$ cat src/rtl/dwalu_pkg.sv
package dwalu_pkg;
  typedef enum logic [3:0] {
    OP_ADD  = 4'd0,
    OP_SUB  = 4'd1,
    OP_AND  = 4'd2,
    OP_OR   = 4'd3,
    OP_XOR  = 4'd4,
    OP_BIT  = 4'd5,
    OP_CMP  = 4'd6,
    OP_TSB  = 4'd7,
    OP_TRB  = 4'd8,
    OP_INC  = 4'd9,
    OP_DEC  = 4'd10,
    OP_LSR  = 4'd11,
    OP_ASL  = 4'd12,
    OP_ROL  = 4'd13,
    OP_ROR  = 4'd14,
    OP_SWAP = 4'd15
  } alu_op_e;

  typedef struct packed {
    logic we;
    logic n;
    logic v;
    logic z;
    logic c;
  } upd_t;
endpackage

$ cat src/rtl/dwalu_dec.sv
module dwalu_dec
  import dwalu_pkg::*;
(
  input  alu_op_e op,
  output upd_t    en
);
  always_comb begin
    en = '0;
    unique case (op)
      OP_ADD, OP_SUB:                 en = '{we: 1'b1, n: 1'b1, v: 1'b1, z: 1'b1, c: 1'b1};
      OP_AND, OP_OR, OP_XOR:          en = '{we: 1'b1, n: 1'b1, v: 1'b0, z: 1'b1, c: 1'b0};
      OP_BIT:                         en = '{we: 1'b0, n: 1'b1, v: 1'b1, z: 1'b1, c: 1'b0};
      OP_CMP:                         en = '{we: 1'b0, n: 1'b1, v: 1'b0, z: 1'b1, c: 1'b1};
      OP_TSB, OP_TRB:                 en = '{we: 1'b1, n: 1'b0, v: 1'b0, z: 1'b1, c: 1'b0};
      OP_INC, OP_DEC, OP_SWAP:        en = '{we: 1'b1, n: 1'b1, v: 1'b0, z: 1'b1, c: 1'b0};
      OP_LSR, OP_ASL, OP_ROL, OP_ROR: en = '{we: 1'b1, n: 1'b1, v: 1'b0, z: 1'b1, c: 1'b1};
      default:                        en = '0;
    endcase
  end
endmodule

$ cat src/rtl/dwalu_lane.sv
module dwalu_lane
  import dwalu_pkg::*;
#(
  parameter int W = 8
) (
  input  alu_op_e        op,
  input  logic [W-1:0]   a,
  input  logic [W-1:0]   m,
  input  logic           cin,
  output logic [W-1:0]   res,
  output logic           n,
  output logic           v,
  output logic           z,
  output logic           c
);
  localparam int MSB = W - 1;

  logic [W-1:0] b_sel;
  logic         c_sel;
  logic [W:0]   sum;
  logic         and_zero;

  always_comb begin
    b_sel = (op == OP_ADD) ? m : ~m;
    c_sel = (op == OP_CMP) ? 1'b1 : cin;
    sum   = {1'b0, a} + {1'b0, b_sel} + {{W{1'b0}}, c_sel};
    and_zero = ~|(a & m);
  end

  always_comb begin
    res = sum[W-1:0];
    c   = sum[W];
    v   = (a[MSB] == b_sel[MSB]) && (sum[MSB] != a[MSB]);
    unique case (op)
      OP_AND: res = a & m;
      OP_OR:  res = a | m;
      OP_XOR: res = a ^ m;
      OP_TSB: res = m | a;
      OP_TRB: res = m & ~a;
      OP_INC: res = a + {{(W-1){1'b0}}, 1'b1};
      OP_DEC: res = a - {{(W-1){1'b0}}, 1'b1};
      OP_LSR: begin res = {1'b0, a[MSB:1]};   c = a[0];   end
      OP_ASL: begin res = {a[MSB-1:0], 1'b0}; c = a[MSB]; end
      OP_ROL: begin res = {a[MSB-1:0], cin};  c = a[MSB]; end
      OP_ROR: begin res = {cin, a[MSB:1]};    c = a[0];   end
      default: ;
    endcase
    n = res[MSB];
    z = ~|res;
    if (op == OP_BIT) begin
      n = m[MSB];
      v = m[MSB-1];
    end
    if (op == OP_BIT || op == OP_TSB || op == OP_TRB) z = and_zero;
  end
endmodule

$ cat src/rtl/dwalu.sv
module dwalu
  import dwalu_pkg::*;
#(
  parameter int DW = 16
) (
  input  logic          clk,
  input  logic          rst,
  input  logic          op_valid,
  input  logic [3:0]    op,
  input  logic          wide,
  input  logic [DW-1:0] reg_opnd,
  input  logic [DW-1:0] mem_opnd,
  input  logic          carry_in,
  output logic [DW-1:0] result,
  output logic          res_we,
  output logic          flag_n,
  output logic          flag_v,
  output logic          flag_z,
  output logic          flag_c,
  output logic          upd_n,
  output logic          upd_v,
  output logic          upd_z,
  output logic          upd_c
);
  localparam int HW     = DW / 2;
  localparam int NLANES = 2;

  alu_op_e      op_e;
  upd_t         en;
  logic [DW-1:0] lane_res [NLANES];
  logic          lane_n   [NLANES];
  logic          lane_v   [NLANES];
  logic          lane_z   [NLANES];
  logic          lane_c   [NLANES];

  assign op_e = alu_op_e'(op);

  dwalu_dec u_dec (.op(op_e), .en(en));

  for (genvar gi = 0; gi < NLANES; gi++) begin : g_lane
    localparam int LW = (gi == 0) ? HW : DW;
    logic [LW-1:0] lres;
    dwalu_lane #(.W(LW)) u_lane (
      .op  (op_e),
      .a   (reg_opnd[LW-1:0]),
      .m   (mem_opnd[LW-1:0]),
      .cin (carry_in),
      .res (lres),
      .n   (lane_n[gi]),
      .v   (lane_v[gi]),
      .z   (lane_z[gi]),
      .c   (lane_c[gi])
    );
    assign lane_res[gi] = DW'(lres);
  end

  logic [DW-1:0] nxt_res;
  logic          nxt_n, nxt_v, nxt_z, nxt_c;

  always_comb begin
    if (wide) begin
      nxt_res = lane_res[1];
      nxt_n   = lane_n[1];
      nxt_v   = lane_v[1];
      nxt_z   = lane_z[1];
      nxt_c   = lane_c[1];
    end else begin
      nxt_res = {reg_opnd[DW-1:HW], lane_res[0][HW-1:0]};
      nxt_n   = lane_n[0];
      nxt_v   = lane_v[0];
      nxt_z   = lane_z[0];
      nxt_c   = lane_c[0];
    end
    if (op_e == OP_SWAP) begin
      nxt_res = {reg_opnd[HW-1:0], reg_opnd[DW-1:HW]};
      nxt_n   = reg_opnd[DW-1];
      nxt_z   = ~|reg_opnd[DW-1:HW];
    end
  end

  always_ff @(posedge clk) begin
    if (rst) begin
      result <= '0;
      res_we <= 1'b0;
      flag_n <= 1'b0;
      flag_v <= 1'b0;
      flag_z <= 1'b0;
      flag_c <= 1'b0;
      upd_n  <= 1'b0;
      upd_v  <= 1'b0;
      upd_z  <= 1'b0;
      upd_c  <= 1'b0;
    end else begin
      result <= nxt_res;
      flag_n <= nxt_n;
      flag_v <= nxt_v;
      flag_z <= nxt_z;
      flag_c <= nxt_c;
      res_we <= op_valid & en.we;
      upd_n  <= op_valid & en.n;
      upd_v  <= op_valid & en.v;
      upd_z  <= op_valid & en.z;
      upd_c  <= op_valid & en.c;
    end
  end
endmodule

$ cat config.mk
export PLATFORM = sky130hd
export DESIGN_NAME = dwalu
export DESIGN_NICKNAME = d
export VERILOG_FILES = /design/src/rtl/dwalu_pkg.sv /design/src/rtl/dwalu_dec.sv /design/src/rtl/dwalu_lane.sv /design/src/rtl/dwalu.sv
export SDC_FILE = /design/constraint.sdc
export NUM_CORES = 1
export LEC_CHECK = 0
export ABC_AREA = 0
export BUFFER_PORTS_ARGS = -buffer_cell sky130_fd_sc_hd__buf_4
export CAP_MARGIN = 20
export CORE_MARGIN = 1.5
export CORE_UTILIZATION = 50
export DETAILED_ROUTE_END_ITERATION = 12
export HOLD_SLACK_MARGIN = 0.05
export PLACE_DENSITY = 0.69
export SYNTH_ARGS = -nofsm -noshare
export SYNTH_HDL_FRONTEND = slang
export SYNTH_HIERARCHICAL = 1
export SYNTH_SLANG_ARGS = --single-unit
$ cat constraint.sdc
create_clock -name clk -period 7.6 [get_ports clk]
set_clock_uncertainty 0.1 [all_clocks]
set_input_delay 0.76 -clock clk [delete_from_list [all_inputs] [get_ports clk]]
set_output_delay 0.76 -clock clk [all_outputs]
set_load 0.03 [all_outputs]
==> results.md <==
- # DRC: 0
- # fillers: 1186
- Cell-by-cell trace of the critical path: buf_4 > nor4_2 > buf_4 > xnor2_1 > fa_1 > inv_1 > fa_1 > nor2b_1 > o2111a_1 > a2111oi_1 > xor2_1 > o221ai_1 > or4_1 > or4b_1 > or4_1 > o41ai_2 > mux2i_1 > a211oi_2
- GPL Wtd Cong: 0.993
- Max-Cap Viols: 0
- FFs w/ async S/R, synth: 0%
- Maximum fanout along the worst path: 53
- Max-slew headroom: 32.0%
- Top FF cell, synth: dfxtp_1
- Area contributors post-synth: ha_1 20%, dfxtp_1 7.8%, xnor2_1 6.8%
- Storage cell area: 500 um^2
- Via Count: 6701
- Largest net degree at the start of global routing: 55
- HP Start: rst
- CP peak stage delay: 590 ps
- Antenna violations before repair: 1
- Slowest CP cell: or4_1
- Yosys cell types: 85
- Final nets: 985
- H-tree levels: 1
- Synth-to-Final Area Change: 8.31%
- Initial DRC Count: 594
- Initial Utilization: 51.2%
- Multi-input gate area: 5390 um^2
- Fmax: 177 MHz
- Row count: 41
- Post-Place Setup Slack: 1760 ps
- Leakage: 0.00299 uW
- Overflow after GRT: 0
- Die H: 116 um
- Worst min path class: in -> reg
- Mapped Nets: 963
- Hpwl dp: 16.5 mm
- Final-report setup violation count: 0
- CP startpoint kind: primary input
- I/O Buffers: 65
- Peak supply drop: 0.0732 mV
- Top delay family on crit path: simple AND/OR/NAND/NOR gates
- Antenna diode count: 0
- Status: finished clean
- Mapped Area: 6430 um^2
- Min-Delay Endpoint: flag_c
- First-pass GRT wire length: 34.8 mm
- Boundary Pins: 66
- Root Buffer: clkbuf_16
- Post-Route WL: 22.3 mm
- RSZ-0062 raised after global routing: false
- Clk buf depth: 2
- Vias in the first global route: 6509
- Routed len/inst: 22.1 um
- Hold depth: 2
- Core area: 12600 um^2
- Setup TNS: 0 ps
- Largest area contributor in the netlist: ha_1
- Total GRT Usage: 33.0%
- Pwr Density: 106 nW/um^2
- DRT Pass-1 Iters: 5
- Final worst slack: 1960 ps
- Final Cycle Share: 74.2%
- Register area share after synthesis: 7.78%
- Avg Inst Size Synth: 7.87 um^2
- Synth top area share: 19.6%
- Final Hold Vio Count: 0
- Worst Setup End Kind: register
- Worst EP arrival: 5720 ps
- Total die area: 13600 um^2
- Ys Warns: 6
- Share of layout cells above drive strength 1: 13.2%
- Setup CP Type: in -> reg
- Cell count after synthesis: 817
- Register bit count reported by yosys: 25
- Quantity of gates resized following cts: 0
- Post-route ant nets: 0
- Critical path buffers and inverters: 3
- Max Transition Viols Final: 0
- Data required, critical path: 7680 ps
- Cts hold-fix bufs: 0
- EDFF count, synth: 0
- Vias per cell: 6.63
- Post-CTS setup buffers: 0
- TritonCTS sink count: 25
- CTS tree: yes
- Die X: 116 um
- Minimum clock period: 5640 ps
- CTS Buf Count: 3
- Worst-Margin Slew: 1010 ps
- Clk slew on worst S/H paths: 60 ps
[flip-flops by register name, indices dropped and copies added (netlist names)]
name    count
result     16
upd_z       1
upd_c       1
upd_n       1
flag_v      1
res_we      1
upd_v       1
flag_c      1
flag_n      1
flag_z      1
[cell usage in the layout (no fill, tap or decap), types with 13 or more instances in the layout]
| master | Yosys | final |
|---|---|---|
| nor2b_1 | 13 | 13 |
| xnor2_1 | 50 | 50 |
| ha_1 | 101 | 101 |
| a22oi_1 | 25 | 25 |
| a21oi_1 | 41 | 41 |
| inv_1 | 62 | 62 |
| a211oi_1 | 18 | 18 |
| nor2_1 | 49 | 49 |
| nand2_1 | 30 | 30 |
| mux2i_1 | 24 | 24 |
| nor4_1 | 16 | 15 |
| nor3_1 | 24 | 24 |
| xor2_1 | 15 | 15 |
| o21ai_0 | 28 | 28 |
| buf_4 | 7 | 73 |
| dfxtp_1 | 25 | 25 |
| nand3_1 | 26 | 26 |
[layout make-up]
type / count / area share, %
clock buffers: 3 / 1.08
repair buffers: 73 / 7.87
multi-input cells: 674 / 77.3
inverters: 62 / 3.34
well taps: 172 / 3.09
clock inverters: 1 / 0.108
flip-flops and latches: 25 / 7.18
[where the power goes]
| part | internal (uW) | total, uW | switching [uW] |
|---|---|---|---|
| Combinational | 178 | 478 | 300 |
| Sequential | 145 | 148 | 3.66 |
| Clock | 71.3 | 115 | 43.7 |
| Total | 394 | 741 | 347 |
[synth_stat cells (25+ instances only)]
master and n:
ha_1 101, dfxtp_1 25, nor2_1 49, a21oi_1 41
nand3_1 26, a22oi_1 25, o21ai_0 28, nand2_1 30
inv_1 62, xnor2_1 50
[metrics by stage]
step	power, uW	util, %	area (um^2)	std cells	hold WS (ps)
2_1_floorplan	466	-	6430	817	843
3_3_place_gp	606	54.7	6880	1005	1010
3_5_place_dp	616	54.7	6880	1005	1020
4_1_cts	732	55.4	6960	1009	747
5_1_grt	786	55.4	6970	1010	766
6_report	741	55.4	6970	1010	758
[worst max path at each step]
stage               startpoint  endpoint  slack [ps]  cells past startpoint
floorplan                op[3]    flag_z        1020                     20
global placement         op[3]    flag_z        1870                     18
detailed placement       op[3]    flag_z        1760                     18
CTS                      op[3]    flag_z        2020                     18
global route             op[3]    flag_z        1620                     18
finish                   op[3]    flag_z        1960                     18
[cells by family after synthesis]
| kind of cell | Yosys count | share of synthesized area, % |
|---|---|---|
| buffers and inverters | 118 | 8.66 |
| and+or+nand+nor | 240 | 21.7 |
| AOI/OAI and AO/OA | 235 | 27.5 |
| muxes | 27 | 4.43 |
| xor gates and xnor gates | 65 | 8.85 |
| adders and majority gates | 106 | 21.0 |
| other | 1 | 0.0583 |
| DFF | 25 | 7.78 |
[per-layer routing]
metal	track usage, %	vias to the layer above	wire length [um]
li1	-	3107	-
met1	40.9	3146	8910
met2	56.8	367	10400
met3	2.54	81	1770
met4	18.5	0	1240
met5	0	-	0
Power figures use the tool's default switching activity.
